[src/rtl/twk_pkg.sv]
// Shared types for the page table walker.
// Assumes one walk in flight; cause codes are seen by software.
package twk_pkg;
    typedef enum logic [2:0] {
        ST_IDLE, ST_REQ, ST_WAIT, ST_CHECK, ST_REFILL, ST_DONE, ST_FAULT
    } walk_state_t;

    typedef enum logic [1:0] {
        CAUSE_NONE = 2'b00,
        CAUSE_PAGE = 2'b01,
        CAUSE_PROT = 2'b10
    } fault_cause_t;
endpackage

[src/rtl/twk_pte_addr.sv]
// Forms the entry byte address from the table base and page number.
// Assumes one byte per entry; the sum wraps in the physical space.
module twk_pte_addr #(
    parameter int VPN_W = 8,
    parameter int PA_W  = 12
) (
    input  logic [PA_W-1:0]  base,
    input  logic [VPN_W-1:0] vpn,
    output logic [PA_W-1:0]  addr
);
    localparam int SUM_W = (PA_W > VPN_W) ? PA_W : VPN_W;

    logic [SUM_W-1:0] sum;

    // Add the zero-extended page number to the base.
    always_comb begin
        sum  = SUM_W'(base) + SUM_W'(vpn);
        addr = sum[PA_W-1:0];
    end
endmodule

[src/rtl/twk_pte_check.sv]
// Decodes a fetched entry: bit PPN_W+1 valid, bit PPN_W write-permit,
// low PPN_W bits the physical page number. Purely combinational.
module twk_pte_check #(
    parameter int PPN_W = 6,
    localparam int PTE_W = PPN_W + 2
) (
    input  logic [PTE_W-1:0] pte,
    input  logic             is_write,
    output logic             page_fault,
    output logic             prot_fault,
    output logic [PPN_W-1:0] ppn
);
    // Invalid entry first, then write permission.
    always_comb begin
        page_fault = !pte[PTE_W-1];
        prot_fault = pte[PTE_W-1] && is_write && !pte[PTE_W-2];
        ppn        = pte[PPN_W-1:0];
    end
endmodule

[src/rtl/twk_ctrl.sv]
// Walk sequencer: accepts a request, issues the entry read, waits for
// data, then branches to refill+done or to a held fault.
// Assumes memory answers each accepted read with one response.
module twk_ctrl
    import twk_pkg::*;
#(
    parameter int VA_W  = 14,
    parameter int OFF_W = 6,
    parameter int PA_W  = 12,
    parameter int PTE_W = 8
) (
    input  logic             clk,
    input  logic             rst_n,
    input  logic             req_valid,
    output logic             req_ready,
    input  logic [VA_W-1:0]  req_vaddr,
    input  logic             req_write,
    input  logic [PA_W-1:0]  ptbr,
    output logic [VA_W-1:0]  va_q,
    output logic             wr_q,
    output logic [PA_W-1:0]  base_q,
    output logic [PTE_W-1:0] pte_q,
    input  logic             page_fault,
    input  logic             prot_fault,
    output logic             mem_req_valid,
    input  logic             mem_req_ready,
    input  logic             mem_rsp_valid,
    input  logic [PTE_W-1:0] mem_rsp_data,
    output logic             refill_valid,
    output logic             done_valid,
    output logic             fault_valid,
    output logic [1:0]       fault_cause,
    input  logic             fault_ack
);
    walk_state_t  state;
    fault_cause_t cause_q;

    // Next state and captured request, entry and cause.
    always_ff @(posedge clk) begin
        if (!rst_n) begin
            state   <= ST_IDLE;
            va_q    <= '0;
            wr_q    <= 1'b0;
            base_q  <= '0;
            pte_q   <= '0;
            cause_q <= CAUSE_NONE;
        end else begin
            case (state)
                ST_IDLE: if (req_valid) begin
                    va_q   <= req_vaddr;
                    wr_q   <= req_write;
                    base_q <= ptbr;
                    state  <= ST_REQ;
                end
                ST_REQ:  if (mem_req_ready) state <= ST_WAIT;
                ST_WAIT: if (mem_rsp_valid) begin
                    pte_q <= mem_rsp_data;
                    state <= ST_CHECK;
                end
                ST_CHECK: begin
                    if (page_fault) begin
                        cause_q <= CAUSE_PAGE;
                        state   <= ST_FAULT;
                    end else if (prot_fault) begin
                        cause_q <= CAUSE_PROT;
                        state   <= ST_FAULT;
                    end else begin
                        state <= ST_REFILL;
                    end
                end
                ST_REFILL: state <= ST_DONE;
                ST_DONE:   state <= ST_IDLE;
                ST_FAULT:  if (fault_ack) begin
                    cause_q <= CAUSE_NONE;
                    state   <= ST_IDLE;
                end
                default:   state <= ST_IDLE;
            endcase
        end
    end

    // Strobes and handshakes decoded from the state.
    always_comb begin
        req_ready     = (state == ST_IDLE);
        mem_req_valid = (state == ST_REQ);
        refill_valid  = (state == ST_REFILL);
        done_valid    = (state == ST_DONE);
        fault_valid   = (state == ST_FAULT);
        fault_cause   = cause_q;
    end


    mem_hold_chk: assert property (@(posedge clk) disable iff (!rst_n)
        mem_req_valid && !mem_req_ready |=> mem_req_valid && $stable(base_q) && $stable(va_q));


    fault_hold_chk: assert property (@(posedge clk) disable iff (!rst_n)
        fault_valid && !fault_ack |=> fault_valid && $stable(fault_cause) && $stable(va_q));


    refill_order_chk: assert property (@(posedge clk) disable iff (!rst_n)
        done_valid |-> $past(refill_valid));


    busy_chk: assert property (@(posedge clk) disable iff (!rst_n)
        req_valid && req_ready |=> !req_ready);


    fault_cause_chk: assert property (@(posedge clk) disable iff (!rst_n)
        fault_valid |-> (fault_cause == CAUSE_PAGE) || (fault_cause == CAUSE_PROT));


    one_phase_chk: assert property (@(posedge clk) disable iff (!rst_n)
        $onehot0({req_ready, mem_req_valid, refill_valid, done_valid, fault_valid}));
endmodule

[src/rtl/pt_walker.sv]
// Page table walker top: wires the sequencer, entry address former and
// entry checker. Assumes the TLB consumes the refill strobe in one cycle.
module pt_walker #(
    parameter int VPN_W = 8,
    parameter int OFF_W = 6,
    parameter int PPN_W = 6,
    localparam int VA_W  = VPN_W + OFF_W,
    localparam int PA_W  = PPN_W + OFF_W,
    localparam int PTE_W = PPN_W + 2
) (
    input  logic             clk,
    input  logic             rst_n,
    input  logic             req_valid,
    output logic             req_ready,
    input  logic [VA_W-1:0]  req_vaddr,
    input  logic             req_write,
    input  logic [PA_W-1:0]  ptbr,
    output logic             mem_req_valid,
    input  logic             mem_req_ready,
    output logic [PA_W-1:0]  mem_req_addr,
    input  logic             mem_rsp_valid,
    input  logic [PTE_W-1:0] mem_rsp_data,
    output logic             refill_valid,
    output logic [VPN_W-1:0] refill_vpn,
    output logic [PTE_W-1:0] refill_pte,
    output logic             done_valid,
    output logic [PA_W-1:0]  paddr,
    output logic             fault_valid,
    output logic [VA_W-1:0]  fault_vaddr,
    output logic [1:0]       fault_cause,
    input  logic             fault_ack
);
    logic [VA_W-1:0]  va_q;
    logic             wr_q;
    logic [PA_W-1:0]  base_q;
    logic [PTE_W-1:0] pte_q;
    logic             page_fault;
    logic             prot_fault;
    logic [PPN_W-1:0] ppn;

    twk_ctrl #(.VA_W(VA_W), .OFF_W(OFF_W), .PA_W(PA_W), .PTE_W(PTE_W)) u_ctrl (
        .clk(clk), .rst_n(rst_n),
        .req_valid(req_valid), .req_ready(req_ready),
        .req_vaddr(req_vaddr), .req_write(req_write), .ptbr(ptbr),
        .va_q(va_q), .wr_q(wr_q), .base_q(base_q), .pte_q(pte_q),
        .page_fault(page_fault), .prot_fault(prot_fault),
        .mem_req_valid(mem_req_valid), .mem_req_ready(mem_req_ready),
        .mem_rsp_valid(mem_rsp_valid), .mem_rsp_data(mem_rsp_data),
        .refill_valid(refill_valid), .done_valid(done_valid),
        .fault_valid(fault_valid), .fault_cause(fault_cause),
        .fault_ack(fault_ack)
    );

    twk_pte_addr #(.VPN_W(VPN_W), .PA_W(PA_W)) u_addr (
        .base(base_q), .vpn(va_q[VA_W-1:OFF_W]), .addr(mem_req_addr)
    );

    twk_pte_check #(.PPN_W(PPN_W)) u_check (
        .pte(pte_q), .is_write(wr_q),
        .page_fault(page_fault), .prot_fault(prot_fault), .ppn(ppn)
    );

    // Result fields taken from the captured request and entry.
    always_comb begin
        refill_vpn  = va_q[VA_W-1:OFF_W];
        refill_pte  = pte_q;
        paddr       = {ppn, va_q[OFF_W-1:0]};
        fault_vaddr = va_q;
    end
endmodule

[config.mk]
export PLATFORM = sky130hd
export DESIGN_NAME = pt_walker
export DESIGN_NICKNAME = d
export VERILOG_FILES = /design/src/rtl/twk_pkg.sv /design/src/rtl/twk_pte_addr.sv /design/src/rtl/twk_pte_check.sv /design/src/rtl/twk_ctrl.sv /design/src/rtl/pt_walker.sv
export SDC_FILE = /design/constraint.sdc
export NUM_CORES = 1
export LEC_CHECK = 0
export ABC_CLOCK_PERIOD_IN_PS = 4600
export BUFFER_PORTS_ARGS = -buffer_cell sky130_fd_sc_hd__buf_2
export CORE_AREA = 5 5 71 73
export DETAILED_ROUTE_END_ITERATION = 8
export DIE_AREA = 0 0 76 78
export HOLD_SLACK_MARGIN = 0.02
export PLACE_DENSITY = 0.9
export SLEW_MARGIN = 20
export SYNTH_ARGS = -nofsm -noshare
export SYNTH_HDL_FRONTEND = slang
export SYNTH_SLANG_ARGS = --single-unit
[constraint.sdc]
create_clock -name clk -period 4.6 [get_ports clk]
set_input_delay 0.69 -clock clk [delete_from_list [all_inputs] [get_ports clk]]
set_output_delay 0.69 -clock clk [all_outputs]
set_load 0.01 [all_outputs]
Word level (Yosys, flattened, before mapping). Index checks and enable logic that the tools add are counted.

Add/subtract/negate cells: 1. Reductions and logical operators: 9. Muxes and demuxes: 11. Eq/ne operators: 11.

Operator list (count): 3-bit one-hot mux with 6 select lines (1); 3-bit 2-to-1 mux (5); 12-bit by 8-bit adder with 12-bit output (1); 3-bit equality test, second input constant (3); 2-bit 2-to-1 mux (4); 3-bit by 2-bit equality test with 1-bit output, second input constant (2); 2-bit by 1-bit != test with 1-bit output, second input constant (2); 2-bit != test, second input constant (2); 2-bit one-hot mux with 2 select lines (1); 2-bit AND reduction (2); 4-bit AND reduction (1); 3-bit by 1-bit equality test with 1-bit output, second input constant (1); 3-bit logical NOT (1); 3-bit != test, second input constant (1); 3-bit AND reduction (1); 1-bit logical AND (2); 2-bit nonzero test (1); 1-bit logical NOT (1).

Input bits: 41. Word-level logic and storage cells: 38. Output and inout bits: 61. Bits in registers: 40.

Depth between registers and ports, before layout.
Depth in word-level cells: 5. Gate-level depth with buffers: 8. Gate-level depth less buffers: 8.

Hierarchy. From an unflattened synthesis, not the netlist that was laid out.

Cell total of the unflattened synthesis: 277. Area, all modules: 2290.9 µm².

By module, submodules not included: twk_ctrl (area an instance 1611.5 µm², cells an instance 186, instances 1); twk_pte_addr (area an instance 516.7 µm², cells an instance 69, instances 1); pt_walker (area an instance 105.1 µm², cells an instance 14, instances 1); twk_pte_check (area an instance 57.6 µm², cells an instance 8, instances 1).

Least setup slack after synthesis. No wires, ideal clock.

Path type: register to output. Start point: register u_ctrl.va_q[6]. End point: output mem_req_addr[10]. Required time: 3910 ps. Cell stages (with the launch flop): 9. Arrival time: 1786 ps. Slack: 2124 ps. Cells stage by stage: dfxtp_1 ha_1 inv_1 fa_1 nor2b_1 o31a_1 o21ai_1 nor2_1 xor2_1.

Longest elaborated chain between the ends: 1.

RTL lines: start, declared (RTL line twk_ctrl.sv:19) `output logic [VA_W-1:0] va_q,`; start signal, assigned (RTL line twk_ctrl.sv:50) `va_q <= req_vaddr;`; 12-bit by 8-bit adder with 12-bit output (RTL line twk_pte_addr.sv:17) `sum = SUM_W'(base) + SUM_W'(vpn);`; end, declared (RTL line pt_walker.sv:20) `output logic [PA_W-1:0] mem_req_addr,`.

No other way between the ends.

Final worst setup path. Ends and elaborated chain as after synthesis.

==> run summary <==
Yosys warns - 0
RSZ-0062 raised after global routing - no
Hold Crit Class - flip-flop to flip-flop
Footprint of the multi-input gates - 0.00101 mm^2
Area grow syn2layout - 21.4%
IO Port Bufs - 101
Setup violators final - 0
Fin Setup TNS - 0 ns
Mapped Area - 0.00206 mm^2
Area share of the largest cell type after synthesis - 0.388
Initial core utilization - 0.480
Clock root buffer - clkbuf_8
Status - finished clean
LEAKAGE - 1.25 nW
Initial antenna violation count - 0
Pin count of the biggest net entering global routing - 41
Register area share after synthesis - 0.388
Largest cells by area after synthesis - dfxtp_1 (39%), nand2_1 (11%), a21oi_1 (8.2%)
Clock Path Buffers - 2
Max-Slew Margin vs Limit - 0.344
Vias in the first global route - 1914
Clk slew on worst S/H paths - 0.07 ns
Worst slack, placed - 2.01 ns
Reg area - 801 um^2
Yosys reg bits - 40
Worst Setup Path Type - flip-flop to output pin
Final worst-path cycle share - 0.629
Clk sinks - 40
Cell Pwr Density - 320 mW/mm^2
CTS tree - built
Worst vdd ir - 0.166 mV
Worst-skew pair later-pin latency - 0.28 ns
Hold Vio Cnt, Final - 0
Synth cell types - 41
DRT Wirelength - 4990 um
Slew Limit Fails - 0
Top FF cell, synth - dfxtp_1
Fraction of layout cells with a size suffix above 1 - 0.339
Post-DP HPWL - 3700 um
Top-count cell post-synth - nand2_1
Post-route DRC - 0
Fillers - 401
Post-CTS setup buffer count - 0
TritonCTS Buffers - 5
Worst Setup Start Kind - flip-flop
Via count - 1937
Max cap viols - 0
Row count - 24
Worst slew pin tran - 0.984 ns
Crit Path Max Fanout - 4
Crit. End Element - output pin
# resized after CTS - 0
Total track usage - 0.171
Final WS setup - 1.71 ns
Min Tclk post-route - 2.89 ns
Final Skew - 0.00757 ns
Area leader, netlist - dfxtp_1
Nets@finish - 382
Synth top cells by count - nand2_1 (60), dfxtp_1 (40), a21oi_1 (34)
Synth Area per Inst - 8.09 um^2
TritonRoute pass-1 iters - 4
Vias/cell - 5.03
Crit path DAT - 2.20 ns
Core Footprint - 0.00429 mm^2
Asr flop ratio synth - 0
First-pass GRT wire length - 8590 um
DR WL/cell - 13.0 um
Gpl congestion - 0.794
Initial drt markers - 113
Diodes inserted - 0
CTS Hold Bufs - 0
Antenna Nets Post-Route - 0
Die width - 76 um
Die Height - 78 um
Syn Nets - 305
Peak Freq - 0.346 GHz
Cell count after synthesis - 255
Die area - 0.00593 mm^2
Worst Path Required - 3.91 ns
Number of synthesized flops with an enable pin - 0
GRT overflow - 0
I/O pin count - 102
H-tree Lvls - 2
==> final timing paths <==
kind	startpoint	end	slack (ns)	cells after the start
setup / recovery	u_ctrl.va_q[6]$_SDFFE_PN0P_	mem_req_addr[10]	1.71	9
hold / removal	u_ctrl.va_q[1]$_SDFFE_PN0P_	u_ctrl.va_q[1]$_SDFFE_PN0P_	0.46	2
setup reg to reg	u_ctrl.state[0]$_SDFFE_PN0P_	u_ctrl.base_q[1]$_SDFFE_PN0P_	2.70	4
hold reg to reg	u_ctrl.va_q[1]$_SDFFE_PN0P_	u_ctrl.va_q[1]$_SDFFE_PN0P_	0.46	2
==> state kept, by name (all words and copies together), names as in the netlist <==
register / count
u_ctrl.pte_q: 8
u_ctrl.wr_q: 1
u_ctrl.base_q: 12
u_ctrl.state: 3
u_ctrl.va_q: 14
u_ctrl.fault_cause: 2
==> layer usage <==
layer / up-vias / wire length, um / track usage
met3: 4 / 418 / 0.0532
met4: 0 / 31 / 0.0463
met1: 879 / 2100 / 0.194
met2: 77 / 2440 / 0.308
met5: - / 0 / 0
li1: 977 / - / -
==> critical path: stages (launching register included) <==
cell     delay (ns)
dfxtp_1        0.37
ha_1           0.20
inv_1          0.06
fa_1           0.40
nor2b_1        0.16
o31a_1         0.19
o21ai_1        0.13
nor2_1         0.13
xor2_1         0.15
buf_2          0.15
==> area by class of cell <==
class / instances / share of cell area
clock buffer: 8 / 0.0360
inverter: 8 / 0.0120
multi-input combinational: 175 / 0.402
sequential: 40 / 0.320
tap: 52 / 0.0260
timing repair buffer: 102 / 0.205
==> metrics by stage <==
stage          area, um^2  hold slack (ns)  instances   util  power (mW)
3_5_place_dp         2410            0.458        377  0.562       0.572
2_1_floorplan        2060            0.437        255      -       0.519
6_report             2500            0.465        385  0.583       0.801
3_3_place_gp         2410            0.447        377  0.562       0.566
5_1_grt              2500            0.478        385  0.583       0.850
4_1_cts              2500            0.469        385  0.583       0.814
==> logic make-up after synthesis <==
family / Yosys count / synth area share
buffers and inverters: 40 / 0.124
xor gates and xnor gates: 9 / 0.0382
adders and majority gates: 9 / 0.0582
AOI/OAI and AO/OA: 52 / 0.151
and+or+nand+nor: 97 / 0.201
DFF: 40 / 0.388
muxes: 8 / 0.0388
==> placed cells by master, fill, tap and decap left out, types with 3 or more instances in the layout <==
master	count
nand2_1	60
clkbuf_8	6
a21oi_1	34
mux2i_1	8
inv_1	8
ha_1	8
o21ai_0	4
xor2_1	3
nor2_1	20
buf_2	101
dfxtp_1	40
xnor2_1	6
==> power by group <==
part,internal [mW],leakage (nW),switching (mW)
clock network,0.122,0.0455,0.117
registers,0.368,0.327,0.0204
logic,0.0745,0.881,0.0990
total,0.565,1.25,0.236
(Power assumes the default switching activity.)
